<file path="src/rtl/vpic_pkg.sv">
package vpic_pkg;
  localparam int DATA_W = 32;

  typedef enum logic [1:0] {
    TRIG_LVL_LOW   = 2'd0,
    TRIG_LVL_HIGH  = 2'd1,
    TRIG_EDGE_FALL = 2'd2,
    TRIG_EDGE_RISE = 2'd3
  } trig_e;

  localparam int OFS_VEC   = 'h10C;
  localparam int OFS_NUM   = 'h110;
  localparam int OFS_MASK  = 'h114;
  localparam int OFS_MSET  = 'h120;
  localparam int OFS_MCLR  = 'h124;
  localparam int OFS_EOS   = 'h130;
endpackage

</file>
<file path="src/rtl/vpic_src.sv">
module vpic_src
  import vpic_pkg::*;
(
  input  logic       clk,
  input  logic       rst_n,
  input  logic       line_i,
  input  logic [1:0] kind_i,
  input  logic       ack_i,
  output logic       pend_o
);
  trig_e kind;
  logic  line_q, line_d;
  logic  cap_q, cap_d;
  logic  edge_seen;

  assign kind = trig_e'(kind_i);

  always_comb begin
    unique case (kind)
      TRIG_EDGE_RISE: edge_seen = line_i & ~line_q;
      TRIG_EDGE_FALL: edge_seen = ~line_i & line_q;
      default:        edge_seen = 1'b0;
    endcase
    line_d = line_i;
    cap_d  = edge_seen | (cap_q & ~ack_i);
  end

  always_ff @(posedge clk or negedge rst_n) begin
    if (!rst_n) begin
      line_q <= 1'b0;
      cap_q  <= 1'b0;
    end else begin
      line_q <= line_d;
      cap_q  <= cap_d;
    end
  end

  always_comb begin
    unique case (kind)
      TRIG_LVL_LOW:  pend_o = ~line_i;
      TRIG_LVL_HIGH: pend_o = line_i;
      default:       pend_o = cap_q;
    endcase
  end
endmodule

</file>
<file path="src/rtl/vpic_arb.sv">
module vpic_arb #(
  parameter int NUM_SRC = 32,
  parameter int PRIO_W  = 3,
  localparam int IDX_W  = $clog2(NUM_SRC)
) (
  input  logic [NUM_SRC-1:0]             cand_i,
  input  logic [NUM_SRC-1:0][PRIO_W-1:0] prio_i,
  output logic                           any_o,
  output logic [IDX_W-1:0]               win_o
);
  logic              found;
  logic [PRIO_W-1:0] best_p;
  logic [IDX_W-1:0]  best_i;

  always_comb begin
    found  = 1'b0;
    best_p = '0;
    best_i = '0;
    for (int n = 0; n < NUM_SRC; n++) begin
      if (cand_i[n] && (!found || (prio_i[n] > best_p))) begin
        found  = 1'b1;
        best_p = prio_i[n];
        best_i = IDX_W'(n);
      end
    end
  end

  assign any_o = found;
  assign win_o = best_i;
endmodule

</file>
<file path="src/rtl/vpic_top.sv">
module vpic_top
  import vpic_pkg::*;
#(
  parameter int NUM_SRC = 32,
  parameter int PRIO_W  = 3,
  parameter int ADDR_W  = 9
) (
  input  logic               clk,
  input  logic               rst_n,
  input  logic               bus_wr,
  input  logic               bus_rd,
  input  logic [ADDR_W-1:0]  bus_addr,
  input  logic [31:0]        bus_wdata,
  output logic [31:0]        bus_rdata,
  input  logic [NUM_SRC-1:0] src_i,
  output logic               irq_o
);
  localparam int IDX_W  = $clog2(NUM_SRC);
  localparam int WORD_W = ADDR_W - 2;

  // reset: asynchronous assert, synchronous release
  logic [1:0] rst_pipe;
  logic       rst_sync_n;

  always_ff @(posedge clk or negedge rst_n) begin
    if (!rst_n) rst_pipe <= 2'b00;
    else        rst_pipe <= {rst_pipe[0], 1'b1};
  end
  assign rst_sync_n = rst_pipe[1];

  // address decode
  logic             ctrl_hit;
  logic [IDX_W-1:0] ctrl_idx;
  logic             hit_vec, hit_num, hit_mask, hit_mset, hit_mclr, hit_eos;

  assign ctrl_hit = (bus_addr[1:0] == 2'b00) &&
                    (bus_addr[ADDR_W-1:2] < WORD_W'(NUM_SRC));
  assign ctrl_idx = bus_addr[2 +: IDX_W];
  assign hit_vec  = (bus_addr == ADDR_W'(OFS_VEC));
  assign hit_num  = (bus_addr == ADDR_W'(OFS_NUM));
  assign hit_mask = (bus_addr == ADDR_W'(OFS_MASK));
  assign hit_mset = (bus_addr == ADDR_W'(OFS_MSET));
  assign hit_mclr = (bus_addr == ADDR_W'(OFS_MCLR));
  assign hit_eos  = (bus_addr == ADDR_W'(OFS_EOS));

  // per-line control words and condition logic
  logic [NUM_SRC-1:0][PRIO_W-1:0] prio_all;
  logic [NUM_SRC-1:0][1:0]        kind_all;
  logic [NUM_SRC-1:0]             pend;
  logic [NUM_SRC-1:0]             ack;
  logic                           any_cand;
  logic [IDX_W-1:0]               win;
  logic                           entry;

  for (genvar g = 0; g < NUM_SRC; g++) begin : g_line
    logic              we;
    logic [PRIO_W-1:0] p_q, p_d;
    logic [1:0]        k_q, k_d;

    assign we = bus_wr && ctrl_hit && (ctrl_idx == IDX_W'(g));

    always_comb begin
      p_d = p_q;
      k_d = k_q;
      if (we) begin
        p_d = bus_wdata[PRIO_W-1:0];
        k_d = bus_wdata[7:6];
      end
    end

    always_ff @(posedge clk or negedge rst_sync_n) begin
      if (!rst_sync_n) begin
        p_q <= '0;
        k_q <= 2'b00;
      end else if (we) begin
        p_q <= p_d;
        k_q <= k_d;
      end
    end

    assign prio_all[g] = p_q;
    assign kind_all[g] = k_q;
    assign ack[g]      = entry && (win == IDX_W'(g));

    vpic_src u_src (
      .clk    (clk),
      .rst_n  (rst_sync_n),
      .line_i (src_i[g]),
      .kind_i (k_q),
      .ack_i  (ack[g]),
      .pend_o (pend[g])
    );
  end

  // enable word
  logic [NUM_SRC-1:0] mask_q, mask_d;
  logic               mask_en;

  assign mask_en = bus_wr && (hit_mset || hit_mclr);

  always_comb begin
    mask_d = mask_q;
    if (hit_mset) mask_d = mask_q | bus_wdata[NUM_SRC-1:0];
    if (hit_mclr) mask_d = mask_q & ~bus_wdata[NUM_SRC-1:0];
  end

  always_ff @(posedge clk or negedge rst_sync_n) begin
    if (!rst_sync_n)  mask_q <= '0;
    else if (mask_en) mask_q <= mask_d;
  end

  // arbitration
  vpic_arb #(.NUM_SRC(NUM_SRC), .PRIO_W(PRIO_W)) u_arb (
    .cand_i (pend & mask_q),
    .prio_i (prio_all),
    .any_o  (any_cand),
    .win_o  (win)
  );

  // service state
  logic             svc_q, svc_d;
  logic [IDX_W-1:0] cur_q, cur_d;
  logic             eos;

  assign entry = bus_rd && hit_vec && !svc_q && any_cand;
  assign eos   = bus_wr && hit_eos;

  always_comb begin
    svc_d = svc_q;
    cur_d = cur_q;
    if (entry) begin
      svc_d = 1'b1;
      cur_d = win;
    end else if (eos) begin
      svc_d = 1'b0;
    end
  end

  always_ff @(posedge clk or negedge rst_sync_n) begin
    if (!rst_sync_n) begin
      svc_q <= 1'b0;
      cur_q <= '0;
    end else begin
      svc_q <= svc_d;
      if (entry) cur_q <= cur_d;
    end
  end

  assign irq_o = !svc_q && any_cand;

  // read mux
  logic             vec_valid;
  logic [IDX_W-1:0] vec_src;

  assign vec_valid = svc_q || any_cand;
  assign vec_src   = svc_q ? cur_q : win;

  always_comb begin
    bus_rdata = '0;
    if (ctrl_hit) begin
      bus_rdata[7:6]        = kind_all[ctrl_idx];
      bus_rdata[PRIO_W-1:0] = prio_all[ctrl_idx];
    end else if (hit_mask) begin
      bus_rdata = DATA_W'(mask_q);
    end else if (hit_vec) begin
      if (vec_valid) bus_rdata = DATA_W'({vec_src, 2'b00});
    end else if (hit_num) begin
      if (vec_valid) bus_rdata = DATA_W'(vec_src);
    end
  end

  logic unused_wdata;
  assign unused_wdata = ^{bus_wdata[31:8], bus_wdata[5:PRIO_W]};
endmodule

</file>
<file path="config.mk">
export PLATFORM = sky130hd
export DESIGN_NAME = vpic_top
export DESIGN_NICKNAME = d
export VERILOG_FILES = /design/src/rtl/vpic_pkg.sv /design/src/rtl/vpic_src.sv /design/src/rtl/vpic_arb.sv /design/src/rtl/vpic_top.sv
export SDC_FILE = /design/constraint.sdc
export NUM_CORES = 1
export LEC_CHECK = 0
export ABC_AREA = 1
export BUFFER_PORTS_ARGS = -buffer_cell sky130_fd_sc_hd__buf_4
export CAP_MARGIN = 40
export CELL_PAD_IN_SITES_DETAIL_PLACEMENT = 1
export CELL_PAD_IN_SITES_GLOBAL_PLACEMENT = 1
export CORE_ASPECT_RATIO = 0.6
export CORE_MARGIN = 2
export CORE_UTILIZATION = 40
export CTS_BUF_LIST = sky130_fd_sc_hd__clkbuf_4 sky130_fd_sc_hd__clkbuf_8 sky130_fd_sc_hd__clkbuf_16
export CTS_CLUSTER_DIAMETER = 60
export CTS_CLUSTER_SIZE = 28
export DETAILED_ROUTE_END_ITERATION = 8
export PLACE_DENSITY_LB_ADDON = 0.1
export REMOVE_ABC_BUFFERS = 1
export SYNTH_ARGS = -nofsm -noshare
export SYNTH_HDL_FRONTEND = slang
export SYNTH_SLANG_ARGS = --single-unit
</file>
<file path="constraint.sdc">
create_clock -name clk -period 139.4 [get_ports clk]
set_input_delay 27.88 -clock clk [delete_from_list [all_inputs] [get_ports clk]]
set_output_delay 27.88 -clock clk [all_outputs]
set_load 0.02 [all_outputs]
</file>
==> impl_metrics.tcl, run 1 <==
set metrics [dict create \
    ys_seq_elements 264 \
    required_ns 111.52 \
    rr_worst_depth 273 \
    grt_max_degree 63 \
    rsz0062_at_grt "no" \
    drive_gt1_frac 0.143 \
    gp_congestion 0.904 \
    grtUsageTotal 0.297 \
    ant_nets 0 \
    via_count 16167 \
    h-tree-depth 1 \
    max-clock-path-buffers 3 \
    synth_top_area_cell "dfrtp_1" \
    synth_edf_count 0 \
    fmax_mhz 10.4 \
    die_w_microns 267 \
    critPathMaxStageDelay_ns 0.46 \
    ys_seq_area_frac 0.399 \
    r2r_start "g_line[0].k_q[0]$_DFFE_PN0P_" \
    synthFlopType "dfrtp_1" \
    worstReg2RegEnd "g_line[8].u_src.cap_q$_DFF_PN0_" \
    rrSetupSlack_ns 98.64 \
    cpMostUsedCell "o21ai_0" \
    postCtsHoldBufs 0 \
    cts_made_buffers 22 \
    firstDrtPassIters 5 \
    critPathMaxFanout 12 \
    start_kind "primary input" \
    clock_latency_ns 0.57 \
    clk_transition_reported_paths_ns 0.10 \
    hp-class "register to async pin" \
    tns_ns 0 \
    core-area_sq_um 40700 \
    slew_headroom 0.354 \
    hold_violations 0 \
    initial_core_util 0.407 \
    die-area_sq_um 43100 \
    fp.dieH_microns 162 \
    arrival_ns 68.02 \
    tightest_slew_ns 0.968 \
    cts-resized-gates 0 \
    ys_types 53 \
    dr.first_iter.drc_count 1330 \
    synthToLayoutAreaGrowth_pct 14.4 \
    diodes 0 \
    endpoint_kind "output pin" \
    finalCriticalPeriod_ns 95.90 \
    wl_microns 63600 \
    drv_slew 0 \
    dp_hpwl_microns 47600 \
    drc 0 \
    cts_sinks 264 \
    vias_per_cell 5.64 \
    timing.final.crit_share 0.688 \
    grt_pass1_vias 16484 \
    grt_pass1_wl_microns 97700 \
    max-cap-violations 0 \
    async_reset_ff_frac 1.00 \
    synth_cells 2214 \
    cts_root_buf "clkbuf_16" \
    final_common_cell "nand2_1" \
    finClkSkew_ns 0.0429 \
    synth_top_area_share 0.399 \
    cts_tree "done" \
    syn_area_sq_um 16500 \
    syn_avg_cell_area_sq_um 7.47 \
    grt-ovfl-total 0 \
    layout.nets 2468 \
    cp_slowest_cell "a21boi_0" \
    worstSetupPathType "primary input to output pin" \
    finalSetupViolCount 0 \
    portBuffers 109 \
    wl_per_cell_microns 22.2 \
    num_rows 57 \
    status "finished clean" \
    ios 110 \
    post_cts_buffers 0 \
    ys_top_cells_by_area "dfrtp_1, nand2_1, o21ai_0" \
    layout_common_cells "nand2_1, o21ai_0, dfrtp_1" \
    ys_warn_count 0 \
    antenna_found_initial 1 \
]
==> worst max-delay path: cells and delay by family <==
family | cells | cell delay (ns)
compound gates | 82 | 15.97
simple gates | 128 | 11.83
fa+ha+maj | 31 | 9.65
buf+inv | 36 | 2.57
==> layout make-up <==
cell class	count	area (sq um)
timing repair buffer	133	1090
clock inverter	15	233
clock buffer	25	597
inverter	280	1050
fill	5074	21700
tap	531	664
sequential	264	6610
multi-input combinational	1621	8680
==> synthesized netlist by cell type (11+ instances only) <==
library cell and count:
o2111ai_1 17, a211oi_1 12, o22ai_1 29, or2_2 25
clkbuf_1 40, a21oi_1 65, nor2_1 98, nand2_1 606
nand4_1 14, ha_1 69, a22oi_1 26, o21ai_0 346
nand3_2 23, nand2_4 24, nand3_1 90, inv_2 11
nand2_2 59, xor2_1 16, inv_1 264, o211ai_1 20
o221ai_1 14, dfrtp_1 264
==> layer usage <==
| layer | vias up | routed length (microns) | GRT usage |
|---|---|---|---|
| met3 | 99 | 4430 | 0.0511 |
| met1 | 7976 | 31300 | 0.448 |
| li1 | 7587 | - | - |
| met4 | 0 | 1770 | 0.0789 |
| met5 | - | 0 | 0 |
| met2 | 505 | 26100 | 0.437 |
==> through the flow <==
| step | utilization | setup WS (ns) | hold WS (ns) | area (sq um) | std cells |
|---|---|---|---|---|---|
| 6_report | 0.466 | 43.50 | 0.137 | 18900 | 2869 |
| 5_1_grt | 0.466 | 38.71 | 0.156 | 18900 | 2869 |
| 4_1_cts | 0.465 | 43.91 | 0.155 | 18900 | 2868 |
| 3_5_place_dp | 0.445 | 44.15 | 0.150 | 18100 | 2828 |
| 3_3_place_gp | 0.442 | 46.32 | 0.147 | 18000 | 2822 |
| 2_1_floorplan | - | 51.69 | 0.331 | 16300 | 2165 |
==> how the worst max path moves through the flow <==
stage                   from           end  cells after the start
detailed placement  src_i[0]  bus_rdata[2]                    270
global route        src_i[0]  bus_rdata[2]                    283
global placement    src_i[0]  bus_rdata[2]                    272
finish              src_i[0]  bus_rdata[3]                    277
floorplan           src_i[0]  bus_rdata[2]                    300
CTS                 src_i[0]  bus_rdata[2]                    274
==> logic make-up (layout without fill, tap and decap cells) <==
group | after synthesis | in the layout | share of synthesized area
and+or+nand+nor | 966 | 966 | 0.267
AOI/OAI and AO/OA | 566 | 566 | 0.195
buffers and inverters | 329 | 453 | 0.0765
DFF | 264 | 264 | 0.399
adders and majority gates | 69 | 69 | 0.0522
xor gates and xnor gates | 16 | 16 | 0.00847
muxes | 3 | 3 | 0.00182
other | 1 | 1 | 0.000227
Power of run 1 is left out: the tool's default activity adds up to more than one toggle a clock period on the data nets, which glitch-free logic cannot reach.
==> run 2, diff against run 1 <==
--- a/config.mk
+++ b/config.mk
@@ -5,7 +5,7 @@
 export SDC_FILE = /design/constraint.sdc
 export NUM_CORES = 1
 export LEC_CHECK = 0
-export ABC_AREA = 1
+export ABC_AREA = 0
 export BUFFER_PORTS_ARGS = -buffer_cell sky130_fd_sc_hd__buf_4
 export CAP_MARGIN = 40
 export CELL_PAD_IN_SITES_DETAIL_PLACEMENT = 1
==> constraint.sdc (replaced) <==
create_clock -name clk -period 91.1 [get_ports clk]
set_input_delay 18.22 -clock clk [delete_from_list [all_inputs] [get_ports clk]]
set_output_delay 18.22 -clock clk [all_outputs]
set_load 0.02 [all_outputs]
==> run 2 against run 1 <==
  * Non-clock buffer count up 9
  * Sequential share of layout area down 1.5 points
  * First-iteration DRC count up 19%
  * Clock skew down 0.022 ns
  * Register-to-register slack worse by 59 ns
  * Synthesized cell count down 19%
  * Critical endpoint is now bus_rdata[4]
==> impl_metrics.tcl, run 2 <==
set metrics [dict create \
    wl_met2_microns 26500 \
    max-cap-violations 0 \
    rrSetupSlack_ns 39.48 \
    fmax_mhz 11.4 \
    synth_compound_area_frac 0.184 \
    initial_core_util 0.409 \
    synth_fa_ha_area_frac 0.0500 \
    cp_slowest_cell "a31oi_1" \
    layout_common_cells "dfrtp_1, nand2_1, mux2_2" \
    synth_most_common_cell "dfrtp_1" \
    setup_slack_ns 3.63 \
    synth_top_area_cell "dfrtp_1" \
    wl_microns 68000 \
    holdCritStartpoint "rst_pipe[0]$_DFF_PN0_" \
    postCtsHoldBufs 0 \
    tns_ns 0 \
    arrival_ns 69.25 \
    rr_worst_depth 244 \
    status "finished clean" \
    drc 0 \
    top_layer "met4" \
    critPathMaxStageDelay_ns 0.49 \
    hold_end "rst_pipe[1]$_DFF_PN0_" \
    ios 110 \
    critPathMaxFanout 13 \
    clock_latency_ns 0.57 \
    grtUsageTotal 0.304 \
    synth_top_area_share 0.383 \
    drt-met1-wl_microns 33600 \
    tightest_slew_ns 1.00 \
    async_reset_ff_frac 1.00 \
    grt_pass1_vias 15184 \
    r2r_start "g_line[0].k_q[0]$_DFFE_PN0P_" \
    post-place-ws_ns 3.29 \
    ys_seq_elements 264 \
    die-area_sq_um 44900 \
    hold_violations 0 \
    firstDrtPassIters 7 \
    fillerInstances 4787 \
    synth_mux_area_frac 0.168 \
    max-clock-path-buffers 3 \
    final_common_cell "dfrtp_1" \
    synthFlopType "dfrtp_1" \
    portBuffers 109 \
    finalCriticalPeriod_ns 87.47 \
    required_ns 72.88 \
    powerDensity_nw_per_um2 17.0 \
    ant_nets 0 \
    yosys-top-cells-count "dfrtp_1, nand2_1, mux2_2" \
    cellLeakagePower_nw 9.09 \
    holdPathStages 0 \
    synth_cells 1803 \
    synth-simple-area-share 0.165 \
    dp_hpwl_microns 51600 \
    die_w_microns 272 \
    ys_types 107 \
    ys_seq_area_frac 0.383 \
    vias_per_cell 6.15 \
    met3_length_microns 6810 \
    via_count 15348 \
    drv_slew 0 \
    worstReg2RegEnd "g_line[17].u_src.cap_q$_DFF_PN0_" \
    cts_tree "done" \
    clk_transition_reported_paths_ns 0.08 \
    syn_avg_cell_area_sq_um 9.57 \
    num_rows 58 \
    ys_warn_count 0 \
    fp.dieH_microns 165 \
    synth_top_family_by_area "compound AO/OA/AOI/OAI gates" \
    syn_area_sq_um 17300 \
    cts_root_buf "clkbuf_16" \
    cts_sinks 264 \
    grt_max_degree 153 \
    synth_edf_count 0 \
    layout.nets 2054 \
    cts_made_buffers 23 \
    start_kind "primary input" \
    grt-ovfl-total 0 \
    dr.first_iter.drc_count 1579 \
    hp-class "register to register" \
    drive_gt1_frac 0.233 \
    finalPower_w 0.000337 \
    wl_per_cell_microns 27.2 \
    timing.final.crit_share 0.960 \
    antenna_found_initial 2 \
    finClkSkew_ns 0.0211 \
    synthToLayoutAreaGrowth_pct 14.5 \
    h-tree-depth 1 \
    endpoint_kind "output pin" \
    peakVddDrop_mv 0.0127 \
    finalSetupViolCount 0 \
    worstSetupPathType "primary input to output pin" \
    cpMostUsedCell "a21oi_1" \
    core-area_sq_um 42200 \
    slew_headroom 0.325 \
    gp_congestion 0.959 \
    grt_pass1_wl_microns 100000 \
    ys_top_cells_by_area "dfrtp_1, mux2_2, mux4_2" \
    yosys.area_share.xor_xnor 0.0126 \
]
## run 2: changes by cell type after synthesis, moves of 24 or more
cell	previous run	this run
a31oi_1	10	51
nand2_2	59	0
nand2_4	24	0
and2_1	2	49
inv_1	264	96
o21ai_0	346	125
a21oi_1	65	117
mux4_2	0	50
nand2_1	606	256
nand3_1	90	36
mux2_2	0	139
## run 2: what timing repair did
| action | CTS | global route |
|---|---|---|
| setup buffers | 0 | 4 |
| resized for setup | 0 | 19 |
| setup endpoints to repair | 0 | 7 |
## run 2: how the worst max path moves through the flow
stage / cells past startpoint / slack (ns) / endpoint / from
2_1_floorplan: 244 / 13.50 / bus_rdata[6] / src_i[0]
3_3_place_gp: 245 / 3.93 / bus_rdata[4] / src_i[0]
3_5_place_dp: 249 / 3.29 / bus_rdata[6] / src_i[0]
4_1_cts: 249 / 3.00 / bus_rdata[6] / src_i[0]
5_1_grt: 253 / -0.07 / bus_rdata[3] / src_i[0]
6_report: 247 / 3.63 / bus_rdata[4] / src_i[0]
## run 2: metrics by stage
step | hold WS (ns) | area (sq um) | std cells | utilization
global placement | 0.335 | 18700 | 2435 | 0.442
global route | 0.364 | 19800 | 2495 | 0.468
detailed placement | 0.338 | 18800 | 2445 | 0.444
CTS | 0.357 | 19600 | 2487 | 0.464
finish | 0.354 | 19800 | 2497 | 0.468
floorplan | 0.331 | 17000 | 1741 | -
## run 2: layout make-up
type | count | area (sq um) | area share
Antenna cell | 2 | 5.00 | 0.000253
Clock buffer | 23 | 576 | 0.0291
Clock inverter | 19 | 258 | 0.0130
Inverter | 96 | 360 | 0.0182
Multi-Input combinational cell | 1381 | 10100 | 0.513
Sequential cell | 264 | 6610 | 0.334
Tap cell | 570 | 713 | 0.0361
Timing Repair Buffer | 142 | 1110 | 0.0563
## run 2: cell families (layout without fill, tap and decap cells)
family	after synthesis	in the layout
and+or+nand+nor	589	589
AOI/OAI and AO/OA	488	488
DFF	264	264
muxes	210	210
buffers and inverters	158	280
adders and majority gates	69	69
xor gates and xnor gates	24	24
other	1	3
## run 2: critical path: cells and delay by family
family	cells	cell delay, ns
and+or+nand+nor	61	10.14
xor gates and xnor gates	1	0.16
muxes	10	3.34
AOI/OAI and AO/OA	128	26.72
buffers and inverters	16	1.75
adders and majority gates	31	8.90
## run 2: layer usage
metal / up-vias / global-route usage
met3: 66 / 0.105
met5: - / 0
li1: 6832 / -
met2: 536 / 0.410
met4: 0 / 0.0534
met1: 7914 / 0.465
## run 2: power by group
part	switching [W]	total, W	leakage [nW]	internal, W
Combinational	0.0000617	0.0000954	5.28	0.0000337
Sequential	0.00000624	0.000129	3.40	0.000123
Clock	0.0000563	0.000112	0.407	0.0000557
Total	0.000124	0.000337	9.09	0.000213
Note: power is estimated with default switching activity, not from simulation.
==> run 3, diff against run 2 <==
--- a/config.mk
+++ b/config.mk
@@ -12,7 +12,7 @@
 export CELL_PAD_IN_SITES_GLOBAL_PLACEMENT = 1
 export CORE_ASPECT_RATIO = 0.6
 export CORE_MARGIN = 2
-export CORE_UTILIZATION = 40
+export CORE_UTILIZATION = 49
 export CTS_BUF_LIST = sky130_fd_sc_hd__clkbuf_4 sky130_fd_sc_hd__clkbuf_8 sky130_fd_sc_hd__clkbuf_16
 export CTS_CLUSTER_DIAMETER = 60
 export CTS_CLUSTER_SIZE = 28
==> run 3 against run 2 <==
  * Combinational power decreased by 2.6%
  * Register-to-register slack got worse by 0.35 ns
  * Critical path depth unchanged
  * Non-clock buffer count decreased by 7
  * Die area shrank 18%
  * Fmax shrank 0.36%
  * Hold slack improved by 0.00093 ns
  * Clock power fell by 12%
  * Total power is 4.6% lower
  * Clock-buffer cell count decreased by 1
  * Sequential share of layout area grew 0.73 points
  * Critical endpoint is now bus_rdata[3]
  * Largest cell class unchanged
  * Highest routed layer is now met5
==> impl_metrics.tcl, run 3 (same netlist as run 2, synthesis figures left out) <==
set metrics [dict create \
    status "finished clean" \
    antenna_found_initial 2 \
    layout.nets 2044 \
    h-tree-depth 1 \
    cts_root_buf "clkbuf_16" \
    core-area_sq_um 34900 \
    wl_microns 64800 \
    critPathMaxFanout 13 \
    startpoint "src_i[0]" \
    grt_pass1_vias 15284 \
    layout_common_cells "dfrtp_1, nand2_1, mux2_2" \
    drive_gt1_frac 0.224 \
    slew_headroom 0.296 \
    start_kind "primary input" \
    ios 110 \
    via_count 15513 \
    finalSetupViolCount 0 \
    gp_congestion 1.00 \
    grtUsageTotal 0.353 \
    powerDensity_nw_per_um2 16.6 \
    critPathMaxStageDelay_ns 0.57 \
    clock_latency_ns 0.58 \
    pwr-share-seq 0.403 \
    peakVddDrop_mv 0.0167 \
    dr.first_iter.drc_count 1582 \
    power.switching_w 0.000118 \
    wl_per_cell_microns 27.2 \
    clk_transition_reported_paths_ns 0.08 \
    drc 0 \
    final_util 0.555 \
    pwr-share-clk 0.308 \
    die_w_microns 246 \
    multi_input_area_sq_um 10100 \
    portBuffers 109 \
    hold_violations 0 \
    fp.dieH_microns 149 \
    grt_pass1_wl_microns 96500 \
    synthToLayoutAreaGrowth_pct 12.1 \
    die-area_sq_um 36800 \
    power_frac_comb 0.289 \
    post_cts_buffers 0 \
    dp_hpwl_microns 48900 \
    arrival_ns 69.56 \
    cts_sinks 264 \
    cts_made_buffers 20 \
    hp-class "register to register" \
    grt-ovfl-total 0 \
    rr_worst_depth 245 \
    worstReg2RegEnd "g_line[9].u_src.cap_q$_DFF_PN0_" \
    cp_slowest_cell "nor3_1" \
    finalPower_w 0.000321 \
    required_ns 72.88 \
    rsz0062_at_grt "no" \
    fmax_mhz 11.4 \
    register_area_sq_um 6610 \
    max-cap-violations 0 \
    crit_end "bus_rdata[3]" \
    final_common_cell "dfrtp_1" \
    r2r_start "g_line[0].k_q[0]$_DFFE_PN0P_" \
    timing.final.crit_share 0.964 \
    max-clock-path-buffers 3 \
    postCtsHoldBufs 0 \
    worstSetupPathType "primary input to output pin" \
    fillerInstances 4000 \
    firstDrtPassIters 8 \
    finClkSkew_ns 0.0509 \
    num_rows 53 \
    cpMostUsedCell "a21oi_1" \
    rrSetupSlack_ns 39.13 \
    cts-resized-gates 0 \
    initial_core_util 0.495 \
    drv_slew 0 \
    power.internal_w 0.000203 \
    sw_frac_of_total 0.368 \
    grt_max_degree 143 \
    tightest_slew_ns 1.05 \
    vias_per_cell 6.52 \
    ant_nets 0 \
    cts_tree "done" \
    endpoint_kind "output pin" \
    cellLeakagePower_nw 8.97 \
    tns_ns 0 \
    finalCriticalPeriod_ns 87.78 \
]
run 3: metrics by stage:
step | area [sq um] | instances | hold slack (ns) | setup WS (ns)
2_1_floorplan | 17000 | 1741 | 0.331 | 13.50
3_3_place_gp | 18500 | 2329 | 0.337 | 6.68
3_5_place_dp | 18600 | 2342 | 0.340 | 4.21
4_1_cts | 19300 | 2378 | 0.358 | 3.97
5_1_grt | 19300 | 2380 | 0.372 | 0.0708
6_report | 19300 | 2380 | 0.355 | 3.32
run 3: critical path, delay by kind of cell:
| family | cells | cell delay [ns] |
|---|---|---|
| simple gates | 58 | 9.52 |
| fa+ha+maj | 31 | 8.56 |
| compound gates | 130 | 27.83 |
| buf+inv | 17 | 1.70 |
| xor+xnor | 1 | 0.16 |
| mux | 10 | 3.45 |
run 3: per-layer routing:
metal  track usage  part of all wire  up-vias  wire (microns)
met3         0.106              0.12       85            7460
met2         0.482              0.40      719           25900
li1              -                 -     6796               -
met5             0           0.00020        -              13
met4        0.0810             0.023        2            1500
met1         0.542              0.46     7911           29900
run 3: cell type report:
cell class / count / share of cell area
clock inverter: 14 / 0.00912
timing repair buffer: 135 / 0.0536
inverter: 96 / 0.0186
antenna: 1 / 0.000129
clock buffer: 22 / 0.0266
multi-input combinational: 1381 / 0.520
sequential: 264 / 0.342
tap: 467 / 0.0302
run 3: how the worst min path moves through the flow:
stage / endpoint / from / cells past startpoint
detailed placement: rst_pipe[1]$_DFF_PN0_ / rst_pipe[0]$_DFF_PN0_ / 0
global placement: rst_pipe[1]$_DFF_PN0_ / rst_pipe[0]$_DFF_PN0_ / 0
finish: rst_pipe[1]$_DFF_PN0_ / rst_pipe[0]$_DFF_PN0_ / 0
global route: rst_pipe[1]$_DFF_PN0_ / rst_pipe[0]$_DFF_PN0_ / 0
CTS: rst_pipe[1]$_DFF_PN0_ / rst_pipe[0]$_DFF_PN0_ / 0
floorplan: rst_pipe[1]$_DFF_PN0_ / rst_pipe[0]$_DFF_PN0_ / 0
run 3: power by group through the flow:
| stage | clock [W] | combinational [W] | sequential [W] |
|---|---|---|---|
| 5_1_grt | 0.000105 | 0.0000998 | 0.000130 |
| 2_1_floorplan | 0 | 0.0000555 | 0.000130 |
| 6_report | 0.0000990 | 0.0000929 | 0.000129 |
| 4_1_cts | 0.000100 | 0.0000899 | 0.000129 |
| 3_3_place_gp | 0 | 0.0000850 | 0.000131 |
| 3_5_place_dp | 0 | 0.0000891 | 0.000131 |
